**src/rtl/swire_pkg.sv**
```systemverilog
package swire_pkg;

    typedef enum logic [1:0] {
        OP_WRITE   = 2'd0,
        OP_ENABLE  = 2'd1,
        OP_DISABLE = 2'd2,
        OP_RSVD    = 2'd3
    } swire_op_e;

    typedef enum logic [1:0] {
        ST_IDLE  = 2'd0,
        ST_FRAME = 2'd1,
        ST_HOLD  = 2'd2
    } swire_st_e;

endpackage

```
**src/rtl/swire_period_clamp.sv**
```systemverilog
module swire_period_clamp #(
    parameter int DIV_W   = 16,
    parameter int DIV_MIN = 8,
    parameter int DIV_MAX = 50000
) (
    input  logic [DIV_W-1:0] raw_div,
    output logic [DIV_W-1:0] eff_div,
    output logic             out_of_range
);
    localparam logic [DIV_W-1:0] LO = DIV_W'(DIV_MIN);
    localparam logic [DIV_W-1:0] HI = DIV_W'(DIV_MAX);

    always_comb begin
        if (raw_div < LO) begin
            eff_div      = LO;
            out_of_range = 1'b1;
        end else if (raw_div > HI) begin
            eff_div      = HI;
            out_of_range = 1'b1;
        end else begin
            eff_div      = raw_div;
            out_of_range = 1'b0;
        end
    end
endmodule

```
**src/rtl/swire_pad_map.sv**
```systemverilog
module swire_pad_map (
    input  logic level,
    input  logic od_mode,
    output logic pad_o,
    output logic pad_oe
);
    // open-drain: drive low only, release for high
    always_comb begin
        if (od_mode) begin
            pad_o  = 1'b0;
            pad_oe = ~level;
        end else begin
            pad_o  = level;
            pad_oe = 1'b1;
        end
    end
endmodule

```
**src/rtl/swire_host_tx.sv**
```systemverilog
module swire_host_tx #(
    parameter int ADDR_W       = 5,
    parameter int DATA_W       = 8,
    parameter int STBY_BITS    = 5,
    parameter int DIV_W        = 16,
    parameter int DIV_MIN      = 8,
    parameter int DIV_MAX      = 50000,
    parameter int EN_HOLD_CYC  = 220000,
    parameter int DIS_HOLD_CYC = 2100000
) (
    input  logic              clk,
    input  logic              rst_n,
    input  logic              cmd_valid,
    input  logic [1:0]        cmd_op,
    input  logic [ADDR_W-1:0] cmd_addr,
    input  logic [DATA_W-1:0] cmd_data,
    input  logic [DIV_W-1:0]  bit_div,
    input  logic              od_mode,
    output logic              busy,
    output logic              done,
    output logic              err,
    output logic              div_clamped,
    output logic              line_o,
    output logic              line_oe
);
    import swire_pkg::*;

    localparam int PRE_BITS   = 5;  // wake L/H, calibration L/H, start L
    localparam int FRAME_BITS = PRE_BITS + ADDR_W + DATA_W + STBY_BITS;
    localparam int SLOT_W     = $clog2(FRAME_BITS);
    localparam int MAX_A      = (EN_HOLD_CYC > DIS_HOLD_CYC) ? EN_HOLD_CYC : DIS_HOLD_CYC;
    localparam int MAXC       = (MAX_A > DIV_MAX) ? MAX_A : DIV_MAX;
    localparam int CNT_W      = $clog2(MAXC + 1);

    typedef struct packed {
        swire_st_e              st;
        logic [CNT_W-1:0]       cnt;
        logic [SLOT_W-1:0]      slot;
        logic [FRAME_BITS-1:0]  sh;
        logic [CNT_W-1:0]       per;
        logic                   lvl;
        logic                   link;
        logic                   tgt;
        logic                   done;
        logic                   err;
        logic                   clamp;
    } regs_t;

    regs_t r_d, r_q;

    logic [DIV_W-1:0]      eff_div;
    logic                  div_oor;
    logic [FRAME_BITS-1:0] frame_vec;
    swire_op_e             op;

    swire_period_clamp #(
        .DIV_W  (DIV_W),
        .DIV_MIN(DIV_MIN),
        .DIV_MAX(DIV_MAX)
    ) u_clamp (
        .raw_div     (bit_div),
        .eff_div     (eff_div),
        .out_of_range(div_oor)
    );

    swire_pad_map u_pad (
        .level  (r_q.lvl),
        .od_mode(od_mode),
        .pad_o  (line_o),
        .pad_oe (line_oe)
    );

    assign op        = swire_op_e'(cmd_op);
    assign frame_vec = {1'b0, 1'b1, 1'b0, 1'b1, 1'b0, cmd_addr, cmd_data, {STBY_BITS{1'b1}}};

    always_comb begin
        r_d      = r_q;
        r_d.done = 1'b0;
        r_d.err  = 1'b0;
        unique case (r_q.st)
            ST_IDLE: begin
                if (cmd_valid) begin
                    unique case (op)
                        OP_WRITE: begin
                            if (r_q.link) begin
                                r_d.st    = ST_FRAME;
                                r_d.sh    = frame_vec;
                                r_d.slot  = SLOT_W'(FRAME_BITS - 1);
                                r_d.per   = CNT_W'(eff_div);
                                r_d.cnt   = CNT_W'(eff_div) - 1'b1;
                                r_d.lvl   = frame_vec[FRAME_BITS-1];
                                r_d.clamp = div_oor;
                            end else begin
                                r_d.err = 1'b1;
                            end
                        end
                        OP_ENABLE: begin
                            r_d.st  = ST_HOLD;
                            r_d.cnt = CNT_W'(EN_HOLD_CYC - 1);
                            r_d.lvl = 1'b1;
                            r_d.tgt = 1'b1;
                        end
                        OP_DISABLE: begin
                            r_d.st  = ST_HOLD;
                            r_d.cnt = CNT_W'(DIS_HOLD_CYC - 1);
                            r_d.lvl = 1'b0;
                            r_d.tgt = 1'b0;
                        end
                        default: r_d.err = 1'b1;
                    endcase
                end
            end
            ST_FRAME: begin
                if (r_q.cnt == '0) begin
                    if (r_q.slot == '0) begin
                        r_d.st   = ST_IDLE;
                        r_d.done = 1'b1;
                        r_d.lvl  = 1'b1;
                    end else begin
                        r_d.slot = r_q.slot - 1'b1;
                        r_d.sh   = r_q.sh << 1;
                        r_d.lvl  = r_q.sh[FRAME_BITS-2];
                        r_d.cnt  = r_q.per - 1'b1;
                    end
                end else begin
                    r_d.cnt = r_q.cnt - 1'b1;
                end
            end
            ST_HOLD: begin
                if (r_q.cnt == '0) begin
                    r_d.st   = ST_IDLE;
                    r_d.done = 1'b1;
                    r_d.link = r_q.tgt;
                end else begin
                    r_d.cnt = r_q.cnt - 1'b1;
                end
            end
            default: r_d.st = ST_IDLE;
        endcase
    end

    always_ff @(posedge clk or negedge rst_n) begin
        if (!rst_n) begin
            r_q <= '{st: ST_IDLE, default: '0};
        end else begin
            r_q <= r_d;
        end
    end

    assign busy        = (r_q.st != ST_IDLE);
    assign done        = r_q.done;
    assign err         = r_q.err;
    assign div_clamped = r_q.clamp;

    // ---------------- assertions ----------------
    p_done_pulse_r10: assert property (@(posedge clk) disable iff (!rst_n)
        done |=> !done);

    p_done_idle_r10: assert property (@(posedge clk) disable iff (!rst_n)
        done |-> !busy);

    p_err_idle_r8: assert property (@(posedge clk) disable iff (!rst_n)
        err |-> (!busy && !done));

    p_frame_needs_link_r8: assert property (@(posedge clk) disable iff (!rst_n)
        (r_q.st == ST_FRAME) |-> r_q.link);

    p_period_bounds_r6: assert property (@(posedge clk) disable iff (!rst_n)
        (r_q.st == ST_FRAME) |-> (r_q.per >= CNT_W'(DIV_MIN) && r_q.per <= CNT_W'(DIV_MAX)));

    p_slot_stable_r4: assert property (@(posedge clk) disable iff (!rst_n)
        (r_q.st == ST_FRAME && r_q.cnt != '0) |=> $stable(r_q.lvl));

    p_standby_high_r5: assert property (@(posedge clk) disable iff (!rst_n)
        (r_q.st == ST_FRAME && r_q.slot < SLOT_W'(STBY_BITS)) |-> r_q.lvl);

    p_busy_ignores_r7: assert property (@(posedge clk) disable iff (!rst_n)
        (busy && cmd_valid) |=> !err);

    p_od_no_drive_high_r9: assert property (@(posedge clk) disable iff (!rst_n)
        od_mode |-> (!line_o && (line_oe == !r_q.lvl)));

    p_pp_always_driven_r9: assert property (@(posedge clk) disable iff (!rst_n)
        !od_mode |-> (line_oe && (line_o == r_q.lvl)));

endmodule

```
**config.mk**
```make
export PLATFORM = sky130hd
export DESIGN_NAME = swire_host_tx
export DESIGN_NICKNAME = d
export VERILOG_FILES = /design/src/rtl/swire_pkg.sv /design/src/rtl/swire_period_clamp.sv /design/src/rtl/swire_pad_map.sv /design/src/rtl/swire_host_tx.sv
export SDC_FILE = /design/constraint.sdc
export NUM_CORES = 1
export LEC_CHECK = 0
export ABC_AREA = 1
export BUFFER_PORTS_ARGS = -buffer_cell sky130_fd_sc_hd__buf_2
export CAP_MARGIN = 20
export CELL_PAD_IN_SITES_DETAIL_PLACEMENT = 1
export CELL_PAD_IN_SITES_GLOBAL_PLACEMENT = 2
export CORE_MARGIN = 2
export CORE_UTILIZATION = 36
export CTS_BUF_LIST = sky130_fd_sc_hd__clkbuf_4 sky130_fd_sc_hd__clkbuf_8
export DETAILED_ROUTE_END_ITERATION = 8
export PLACE_DENSITY_LB_ADDON = 0.12
export SLEW_MARGIN = 20
export SYNTH_ARGS = -nofsm -noshare
export SYNTH_HDL_FRONTEND = slang
export SYNTH_SLANG_ARGS = --single-unit
```
**constraint.sdc**
```tcl
create_clock -name clk -period 2.8 [get_ports clk]
set_clock_uncertainty 0.15 [all_clocks]
set_input_delay 0.7 -clock clk [delete_from_list [all_inputs] [get_ports clk]]
set_output_delay 0.7 -clock clk [all_outputs]
set_load 0.02 [all_outputs]
```
Word-level counts from Yosys, hierarchy flattened
Index checks and enable logic that the tools add are counted.
- flip-flop bits (word level): 73
- input port bits: 35
- ROM bits: 0
- bits in latches: 0
- logic and storage cells: 84
- memories: 0
- bits in writable memories: 0
- multiply operators: 0
- bitwise operators: 1
- div/mod/pow operators: 0
- multiplexer cells: 35
- equality and inequality tests: 15
- reductions and logical operators: 16
- shift operators: 0
- order comparisons: 2
- add/subtract/negate cells: 4
- operators by type and width (kind ; number):
    2-to-1 mux 75 bit ; 2
    2-to-1 mux 50 bit ; 2
    one-hot mux 24 bit (3 select lines) ; 1
    one-hot mux 22 bit (3 select lines) ; 1
    one-hot mux 28 bit (2 select lines) ; 1
    2-to-1 mux 22 bit ; 2
    subtractor 16 x 1 -> 17 bit, second input constant ; 2
    2-to-1 mux 16 bit ; 2
    2-to-1 mux 28 bit ; 1
    zero test 22 bit ; 1
    subtractor 22 x 1 -> 22 bit, second input constant ; 1
    AND reduction 6 bit ; 3
    greater-than comparator 16 bit, second input constant ; 1
    < comparator 16 x 4 -> 1 bit, second input constant ; 1
    inequality test 2 bit, second input constant ; 7
    2-to-1 mux 1 bit ; 12
    2-to-1 mux 2 bit ; 5
    one-hot mux 1 bit (2 select lines) ; 4
    inequality test 3 bit, second input constant ; 2
    one-hot mux 2 bit (3 select lines) ; 1
    nonzero test 2 bit ; 3
    zero test 5 bit ; 1
    AND reduction 5 bit ; 1
    subtractor 5 x 1 -> 5 bit, second input constant ; 1
    other kinds (12) ; 15

Longest topological paths before layout
Gate-level depths: netlist (run 1).
- word-level depth: 8
- gate-level depth with buffers: 19
- depth with buffers taken out: 19

Hierarchy
Synthesis (run 1) repeated with hierarchy kept, for this count alone.
- cell total of the unflattened synthesis: 792
- area, all modules: 5396.4 µm²
- by module, submodules not included (module ; sequential area each (µm²) ; instances ; cells an instance ; area each (µm²)):
    swire_host_tx ; 1826.8 ; 1 ; 728 ; 5076.1
    swire_period_clamp ; 0.0 ; 1 ; 61 ; 306.5
    swire_pad_map ; 0.0 ; 1 ; 3 ; 13.8

Worst setup path after synthesis (run 1)
No wires, ideal clock.
- kind: input to register
- start: in bit_div[11]
- end: reg r_q[66] (netlist bit)
- setup time: 0.123 ns
- required time: 2.527 ns
- path buffers: 0
- stages: 17
- arrival time: 2.245 ns
- path slack: 0.282 ns
- cells stage by stage: nor2_1 -> nand2_1 -> nor2_1 -> nand3_1 -> nand2_2 -> inv_1 -> nand2_1 -> ha_1 -> nand2_1 -> nor2_2 -> nand2_1 -> nor2_1 -> nand2_1 -> nand3_1 -> nand2_1 -> nand2_1 -> o21ai_1
- longest elaborated chain between the ends: 8
- elaborated cells on any way between the ends: 9
- classes of those cells: add/sub: 1; order compare: 2; mux: 6
- ends and longest elaborated chain (element ; line ; text):
    start, declared ; swire_host_tx.sv:17 ; input logic [DIV_W-1:0] bit_div,
    greater-than comparator 16 bit ; swire_period_clamp.sv:17 ; end else if (raw_div > HI) begin
    2-to-1 mux 16 bit ; swire_period_clamp.sv:17 ;
    2-to-1 mux 16 bit (*) ; swire_period_clamp.sv:14 ; if (raw_div < LO) begin
    subtractor 16 x 1 -> 17 bit (*) ; swire_host_tx.sv:90 ; r_d.cnt = CNT_W'(eff_div) - 1'b1;
    2-to-1 mux 75 bit (*) ; swire_host_tx.sv:85 ; if (r_q.link) begin
    one-hot mux 24 bit (3 select lines) (*) ; swire_host_tx.sv:83 ; unique case (op)
    2-to-1 mux 75 bit (*) ; swire_host_tx.sv:82 ; if (cmd_valid) begin
    one-hot mux 22 bit (3 select lines) (*) ; swire_host_tx.sv:80 ; unique case (r_q.st)
    end signal, assigned ; swire_host_tx.sv:146 ; r_q <= r_d;
    end, declared ; swire_host_tx.sv:49 ; regs_t r_d, r_q;
Every way passes the cells marked *; elsewhere a longest branch is shown, timed or not. The select of a mux whose other input is x is not followed.
A chain may end at the register's enable or synchronous reset.

Final worst setup path (run 1)
- start: reg r_q[56] (netlist bit)
- end: reg r_q[62] (netlist bit)
- longest elaborated chain between the ends: 3
- elaborated cells on any way between the ends: 8
- classes of those cells: add/sub: 1; eq/ne: 2; mux: 3; reduce/logical: 2
- ends and longest elaborated chain (element ; line ; text):
    subtractor 22 x 1 -> 22 bit or zero test 22 bit (tied branches) ; -- ;
    2-to-1 mux 22 bit (tied with other cells) ; swire_host_tx.sv:130 ; if (r_q.cnt == '0) begin
    one-hot mux 22 bit (3 select lines) or AND reduction 6 bit (tied branches) ; -- ;
Parallel ways exist; a longest one is shown, timed or not. The select of a mux whose other input is x is not followed.

==> summary.md, run 1 <==
| Metric | Value |
|---|---|
| Comb pwr share | 43.0% |
| Layout net count | 839 |
| Internal power | 0.002455 W |
| Worst skew pair latency | 370 ps |
| Clock sinks | 73 |
| CP max FO | 12 |
| Final ANT Viol Nets | 0 |
| Die Area | 15180 um^2 |
| Clk pwr share | 20.7% |
| Initial Utilization | 36.87% |
| 1st-pass router iterations | 4 |
| Final Util | 42.80% |
| Switching Fraction | 43.26% |
| Worst reg2reg startpoint | r_q[56]$_DFFE_PN0P_ |
| Data arrival, critical path | 2720 ps |
| Crit Reg-Reg Endpoint | r_q[62]$_DFFE_PN0P_ |
| Finished Layout Cells | 979 |
| CP max-delay cell | dfrtp_1 |
| WL final | 16.79 mm |
| CTS tree | yes |
| Warnings from Yosys | 0 |
| Max-cap violations | 0 |
| Pins Over Slew Limit | 0 |
| Total power | 0.004327 W |
| Reg2Reg Setup Slack | 180 ps |
| Bufs and invs on worst path | 2 |
| First-pass GRT wire length | 27.01 mm |
| DP Wirelength | 13.15 mm |
| Post-synth ARST share | 100.0% |
| CTS buffer count | 9 |
| Core area | 13880 um^2 |
| R2R cell count | 13 |
| Clock-pin slew on the worst setup and hold paths | 80 ps |
| Leakage power figure | 2.922 nW |
| Max Root-Sink Buffers | 2 |
| Vias in the first global route | 5214 |
| Crit path required time | 2900 ps |
| Initial antenna violation count | 1 |
| Area grow syn2layout | 16.09% |
| Sw power | 0.001871 W |
| Pwr/cell area | 728.3 nW/um^2 |
| Synth Register Bits | 73 |
| Die outline height | 123.2 um |
| Commonest cells post-synth | 178 x nand2_1, 89 x nor2_1, 88 x inv_1 |
| VDD IR max | 0.2669 mV |
| Share of cells above drive strength 1 | 17.17% |
| Total GRT Usage | 23.36% |
| Fillers | 1828 |
| Rows | 43 |
| Count leader, synth | nand2_1 |
| Top-Level Pins | 41 |
| Die width | 123.2 um |
| Hold slack | 151.7 ps |
| Yosys top cell area share | 35.70% |
| Total number of vias | 5002 |
| Synthesized area | 5117 um^2 |
| Status | complete, no violations |
| Hold Path Class | input pin to asynchronous set/reset pin |
| Delay of the slowest critical-path stage | 390 ps |
| CP endpoint kind | flip-flop |
| Fin. Hold Viols | 0 |
| Number of port buffers | 40 |
| Most used DFF post-synth | dfrtp_1 |
| Sequential fraction of the synthesis area | 35.70% |
| # DRC | 0 |
| Placed insts | 962 |
| Startpoint Class | flip-flop |
| Crit-path cells | inv_1, ha_2, nand2_4, nor2_8, nand4_4, nor2_4, nand3_4, nor2_8, nand2_2, nand2_2, inv_2, or2_0, a21boi_1 |
| Synthesized net count | 775 |
| Crit share post-route | 93.45% |
| Remaining global-route overflow | 0 |
| Cells after Synth | 729 |
| Avg Cell Area, Syn | 7.020 um^2 |
| Final GP Congestion | 0.8226 |
| Top post-synthesis cells by area | dfrtp_1 36%, nand2_1 13%, nor2_1 6.5%, inv_1 6.5%, nand3_1 6.2% |
| H-tree levels | 3 |
| Sequential share of power | 36.3% |
| Hold buffers post-CTS | 0 |
| Fmax achieved | 0.3822 GHz |
| Leading area contributor after synthesis | dfrtp_1 |
| Minimum clock period | 2617 ps |
| Post-synth EDFFs | 0 |
| RSZ-0062 raised after global routing | no |
| Relative slew slack | 64.38% |
| Cell variety after synth | 46 |
| Worst-margin pin slew | 534.3 ps |
| CP delay by family, top | simple AND/OR/NAND/NOR gates |
| Wire per inst | 17.15 um |
| Root Buffer | clkbuf_8 |
| Initial drt markers | 182 |
| Final setup viols | 0 |
| Largest net degree at the start of global routing | 39 |
| Avg Vias per Cell | 5.109 |
| Setup CP Type | flip-flop to flip-flop |
-- how the worst max path moves through the flow --
stage                                    from             endpoint  slack [ps]  depth (start not counted)
after global placement            bit_div[12]  r_q[66]$_DFFE_PN0P_           6                         18
after detailed placement          bit_div[12]  r_q[66]$_DFFE_PN0P_        -120                         18
after CTS                 r_q[56]$_DFFE_PN0P_  r_q[62]$_DFFE_PN0P_         100                         13
after floorplan                   bit_div[11]  r_q[66]$_DFFE_PN0P_         280                         17
after global routing              bit_div[11]  r_q[66]$_DFFE_PN0P_           9                         18
final                     r_q[56]$_DFFE_PN0P_  r_q[62]$_DFFE_PN0P_         180                         13
-- state kept, by name (all words and copies together), names as in the netlist --
register and flops:
div_clamped 1, err 1, r_q 70, done 1
-- timing repair --
action / in CTS / in global routing
buffers inserted: 0 / 0
gates resized for setup: 0 / 5
endpoints found under the setup margin: 0 / 8
-- cell families after synthesis --
logic type / synth area share (%)
AO/OA/AOI/OAI: 14.60
AND/OR/NAND/NOR: 33.23
XOR/XNOR: 4.279
adder cells (fa/ha/maj): 2.689
flip-flops: 35.70
buffers and inverters: 9.511
-- metal layers --
metal	wire length, um	vias to the layer above	global-route usage [%]
met4	242	0	7.244
li1	-	2484	-
met2	7788	62	37.74
met5	0	-	0
met3	520	14	3.275
met1	8239	2442	32.29
-- through the flow --
stage                     worst slack [ps]  setup TNS [ps]  cell area, um^2
after global placement               5.721               0             5719
after global routing                 9.417               0             5938
after CTS                            104.9               0             5923
after floorplan                      282.3               0             5117
after detailed placement            -119.1          -325.4             5719
final                                183.4               0             5941
-- power groups by stage --
stage | Clock, W | Combinational [W] | Sequential [W]
6_report | 0.000894 | 0.00186 | 0.00157
3_5_place_dp | 0 | 0.00185 | 0.00159
2_1_floorplan | 0 | 0.00132 | 0.00153
4_1_cts | 0.000912 | 0.00187 | 0.00157
5_1_grt | 0.000955 | 0.00211 | 0.00161
3_3_place_gp | 0 | 0.00178 | 0.00157
-- layout make-up --
class / instances / area [um^2] / area share, %
multi-input cells: 537 / 2815 / 47.39
flip-flops and latches: 73 / 1827 / 30.75
repair buffers: 74 / 499.2 / 8.404
inverters: 98 / 367.9 / 6.192
well taps: 180 / 225.2 / 3.791
clock buffers: 10 / 137.6 / 2.317
clock inverters: 6 / 66.31 / 1.116
diodes: 1 / 2.502 / 0.04212
-- cell usage in the layout, fill, tap and decap left out, types with 2 or more instances in the layout --
master,n
a21boi_1,4
a21oi_1,25
a21oi_2,2
a22oi_1,3
a22oi_2,5
buf_12,3
buf_2,39
buf_4,31
clkbuf_8,10
clkinvlp_4,3
dfrtp_1,73
ha_1,10
inv_1,88
inv_2,9
nand2_1,178
nand2_2,5
nand2_4,2
nand3_1,63
nand3_2,2
nand4_1,10
nor2_1,87
nor2_2,7
nor2_4,2
nor2_8,2
nor3_1,5
o211ai_1,3
o21ai_0,54
o21ai_1,14
o221ai_1,6
o22ai_1,4
o31ai_1,2
or2_0,2
or2_2,3
xnor2_1,5
xor2_1,20
(Power assumes the default switching activity.)
==> run 2: changes to the inputs <==
- ABC_AREA: 1 -> 0
- CORE_ASPECT_RATIO: unset -> 1.4
- CORE_UTILIZATION: 36 -> 38
==> run 2 against run 1 <==
Compared with the run above:
- the run now ends with setup timing left
- die area shrank 8.4%
- via count grew 0.54%
- count of clock-buffer cells in the layout grew 3
- combinational power shrank 88%
- critical path depth is the same
==> summary.md, run 2 <==
| Metric | Value |
|---|---|
| Status | complete, but fails checks |
| Failing checks | setup timing |
| Worst-margin pin slew | 833.6 ps (+299.3 ps) |
| Clock-pin slew on the worst setup and hold paths | 80 ps (about the same) |
| VDD IR max | 0.1979 mV (-26%) |
| Area grow syn2layout | 30.08% |
| Global-route met3 utilization | 2.571% (-0.70 points) |
| Vias in the first global route | 5424 (+4.0%) |
| Minimum clock period | 2859 ps (+242.7 ps) |
| CP endpoint kind | flip-flop |
| Crit path required time | 2870 ps (-30 ps) |
| Pre-CTS setup slack | -589.9 ps (-470.8 ps) |
| Max Root-Sink Buffers | 2 (unchanged) |
| Final GP Congestion | 0.8491 (+3.2%) |
| Leading area contributor after synthesis | dfrtp_1 |
| Synth Register Bits | 73 (unchanged) |
| Post-synth ARST share | 100.0% (unchanged) |
| Met1 Use GR | 28.42% (-3.9 points) |
| Most common cell after layout, fill and taps aside | buf_4 |
| GRT Max-Usage Layer | met2 |
| Pins Over Slew Limit | 0 (unchanged) |
| Commonest cells post-synth | 95 x nand2_1, 73 x dfrtp_1, 48 x o21ai_0 |
| Data arrival, critical path | 2930 ps (+210 ps) |
| Worst skew pair latency | 370 ps (about the same) |
| CTS buffer count | 9 (unchanged) |
| Total GRT Usage | 25.81% (+2.5 points) |
| First-pass GRT wire length | 28.10 mm (+4.0%) |
| Yosys top cell area share | 37.06% (+1.4 points) |
| Rows | 49 (+14%) |
| Top-Level Pins | 41 (unchanged) |
| Max-cap violations | 0 (unchanged) |
| Warnings from Yosys | 0 (unchanged) |
| Setup WS post-layout | -59.34 ps (-242.7 ps) |
| CP max-delay cell | or4_4 |
| Final setup viols | 2 (+2) |
| Die Area | 13910 um^2 (-8.4%) |
| Post-synthesis xor/xnor area fraction | 4.797% (+0.52 points) |
| Reg with most FFs | r_q |
| Cell variety after synth | 80 (+74%) |
| Fmax achieved | 0.3497 GHz (-8.5%) |
| H-tree levels | 3 (unchanged) |
| Initial antenna violation count | 0 (-1) |
| Top post-synthesis cells by area | dfrtp_1 37%, nand2_1 7.2%, o21ai_0 4.9%, xor2_1 3.2%, nor2_1 3.1% |
| Post-Synth Adder-Cell Area | 2.792% (+0.10 points) |
| Fin. Hold Viols | 0 (unchanged) |
| Commonest cells after routing, fill and taps aside | 101 x buf_4, 93 x nand2_1, 73 x dfrtp_1 |
| Largest net degree at the start of global routing | 47 (+21%) |
| Synthesized net count | 625 (-19%) |
| Met2 global-route usage | 49.10% (+11 points) |
| Remaining global-route overflow | 0 (unchanged) |
| Core area | 12750 um^2 (-8.1%) |
| Post-synth EDFFs | 0 (unchanged) |
| Startpoint Class | input pin |
| Largest family of logic cells by synthesized area | simple AND/OR/NAND/NOR gates |
| Number of port buffers | 40 (unchanged) |
| CP dominant cell by count | or4_4 |
| Delay of the slowest critical-path stage | 430 ps (+40 ps) |
| Avg Vias per Cell | 5.827 (+14%) |
| # DRC | 0 (unchanged) |
| Die outline height | 138.8 um (+13%) |
| RSZ-0062 raised after global routing | yes |
| Root Buffer | clkbuf_8 |
| Sequential fraction of the synthesis area | 37.06% (+1.4 points) |
| Layout net count | 752 (-10%) |
| Initial drt markers | 186 (+2.2%) |
| Initial Utilization | 38.66% (+1.8 points) |
| WL final | 17.72 mm (+5.6%) |
| Pwr/cell area | 339.7 nW/um^2 (-53%) |
| Most used DFF post-synth | dfrtp_1 |
| Hold Path Class | input pin to asynchronous set/reset pin |
| Clock sinks | 73 (unchanged) |
| CP max FO | 4 (-8) |
| Leakage power figure | 2.873 nW (-1.7%) |
| Max reg flops | 70 (unchanged) |
| Total number of vias | 5029 (+0.54%) |
| Total power | 0.002178 W (-50%) |
| 1st-pass router iterations | 4 (unchanged) |
| Synth Area in Compound Gates | 22.56% (+8.0 points) |
| Hold buffers post-CTS | 0 (unchanged) |
| Mux cell area share after synthesis | 1.091% (+1.1 points) |
| Simple-Gate Fraction of Synth Area | 27.69% (-5.5 points) |
| Wire per inst | 20.54 um (+20%) |
| Synthesized area | 4930 um^2 (-3.7%) |
| Relative slew slack | 43.84% (-21 points) |
| Setup CP Type | input pin to flip-flop |
| Cells after Synth | 579 (-21%) |
| Avg Cell Area, Syn | 8.514 um^2 (+21%) |
| Die width | 100.3 um (-19%) |
| Count leader, synth | nand2_1 |
| Final ANT Viol Nets | 0 (unchanged) |
| ANT cells | 0 (-1) |
| Crit share post-route | 102.1% (+8.7 points) |
| Share of cells above drive strength 1 | 29.72% (+13 points) |
| Crit-path cells | buf_6, or3_4, or4_4, o22ai_4, and2_4, nand2_4, ha_4, nor2b_4, nand3_2, or4_4, a41oi_4, a211oi_2, o21ai_1 |
| CTS tree | yes |
| DP Wirelength | 13.54 mm (+3.0%) |
run 2: metrics by stage:
step                util, %  hold slack, ps  instances  setup TNS (ps)  cell area, um^2
floorplan                 -           254.4        579           -2812             4991
global placement      46.69           302.8        839           -4437             5954
detailed placement    46.69           313.9        839           -4975             5954
CTS                   49.34           223.0        862         -0.9555             6292
global route          50.28           239.3        863          -555.1             6412
finish                50.28           191.3        863          -69.02             6412
run 2: cell families after synthesis:
family / Yosys count
flops: 73
fa+ha+maj: 11
compound gates: 161
xor+xnor: 27
mux: 5
buf+inv: 46
simple gates: 256
run 2: area by class of cell:
type | instances | area, um^2
multi-input cells | 460 | 3127
clock buffers | 13 | 166.4
repair buffers | 142 | 988.4
inverters | 20 | 75.07
fillers | 1548 | 6340
flip-flops and latches | 73 | 1827
clock inverters | 2 | 37.54
well taps | 153 | 191.4
run 2: critical path: cells and delay by family:
kind,cells,cell delay [ps]
simple gates,7,1440
fa+ha+maj,1,160
compound gates,4,550
buf+inv,1,90
run 2: path summary, 6_finish.rpt:
kind,start,end,slack [ps],cells past startpoint
worst min-delay path,rst_n,r_q[40]$_DFFE_PN0P_,190,1
min in group clk,r_q[36]$_DFFE_PN0P_,r_q[36]$_DFFE_PN0P_,330,2
worst max register to register,r_q[68]$_DFFE_PN0P_,r_q[63]$_DFFE_PN0P_,130,6
max in group asynchronous,rst_n,r_q[13]$_DFFE_PN0P_,1610,2
worst min register to register,r_q[36]$_DFFE_PN0P_,r_q[36]$_DFFE_PN0P_,330,2
worst max-delay path,bit_div[10],r_q[64]$_DFFE_PN0P_,-60,13
run 2: repair_timing:
| action | CTS | global route |
|---|---|---|
| setup buffers | 8 | 2 |
| pin swaps | 18 | 16 |
| resized for setup | 15 | 19 |
| setup endpoints to repair | 14 | 26 |
run 2: layer usage:
metal  vias up  routed length [um]
li1       2398                   -
met1      2483                6836
met2       105                9715
met3        43                 514
met4         0                 658
met5         -                   0
run 2: power breakdown:
group | internal, W | leakage (nW) | switching (W)
clock network | 0.000477 | 0.103 | 0.000420
logic | 0.000100 | 1.85 | 0.000129
registers | 0.00105 | 0.922 | 0
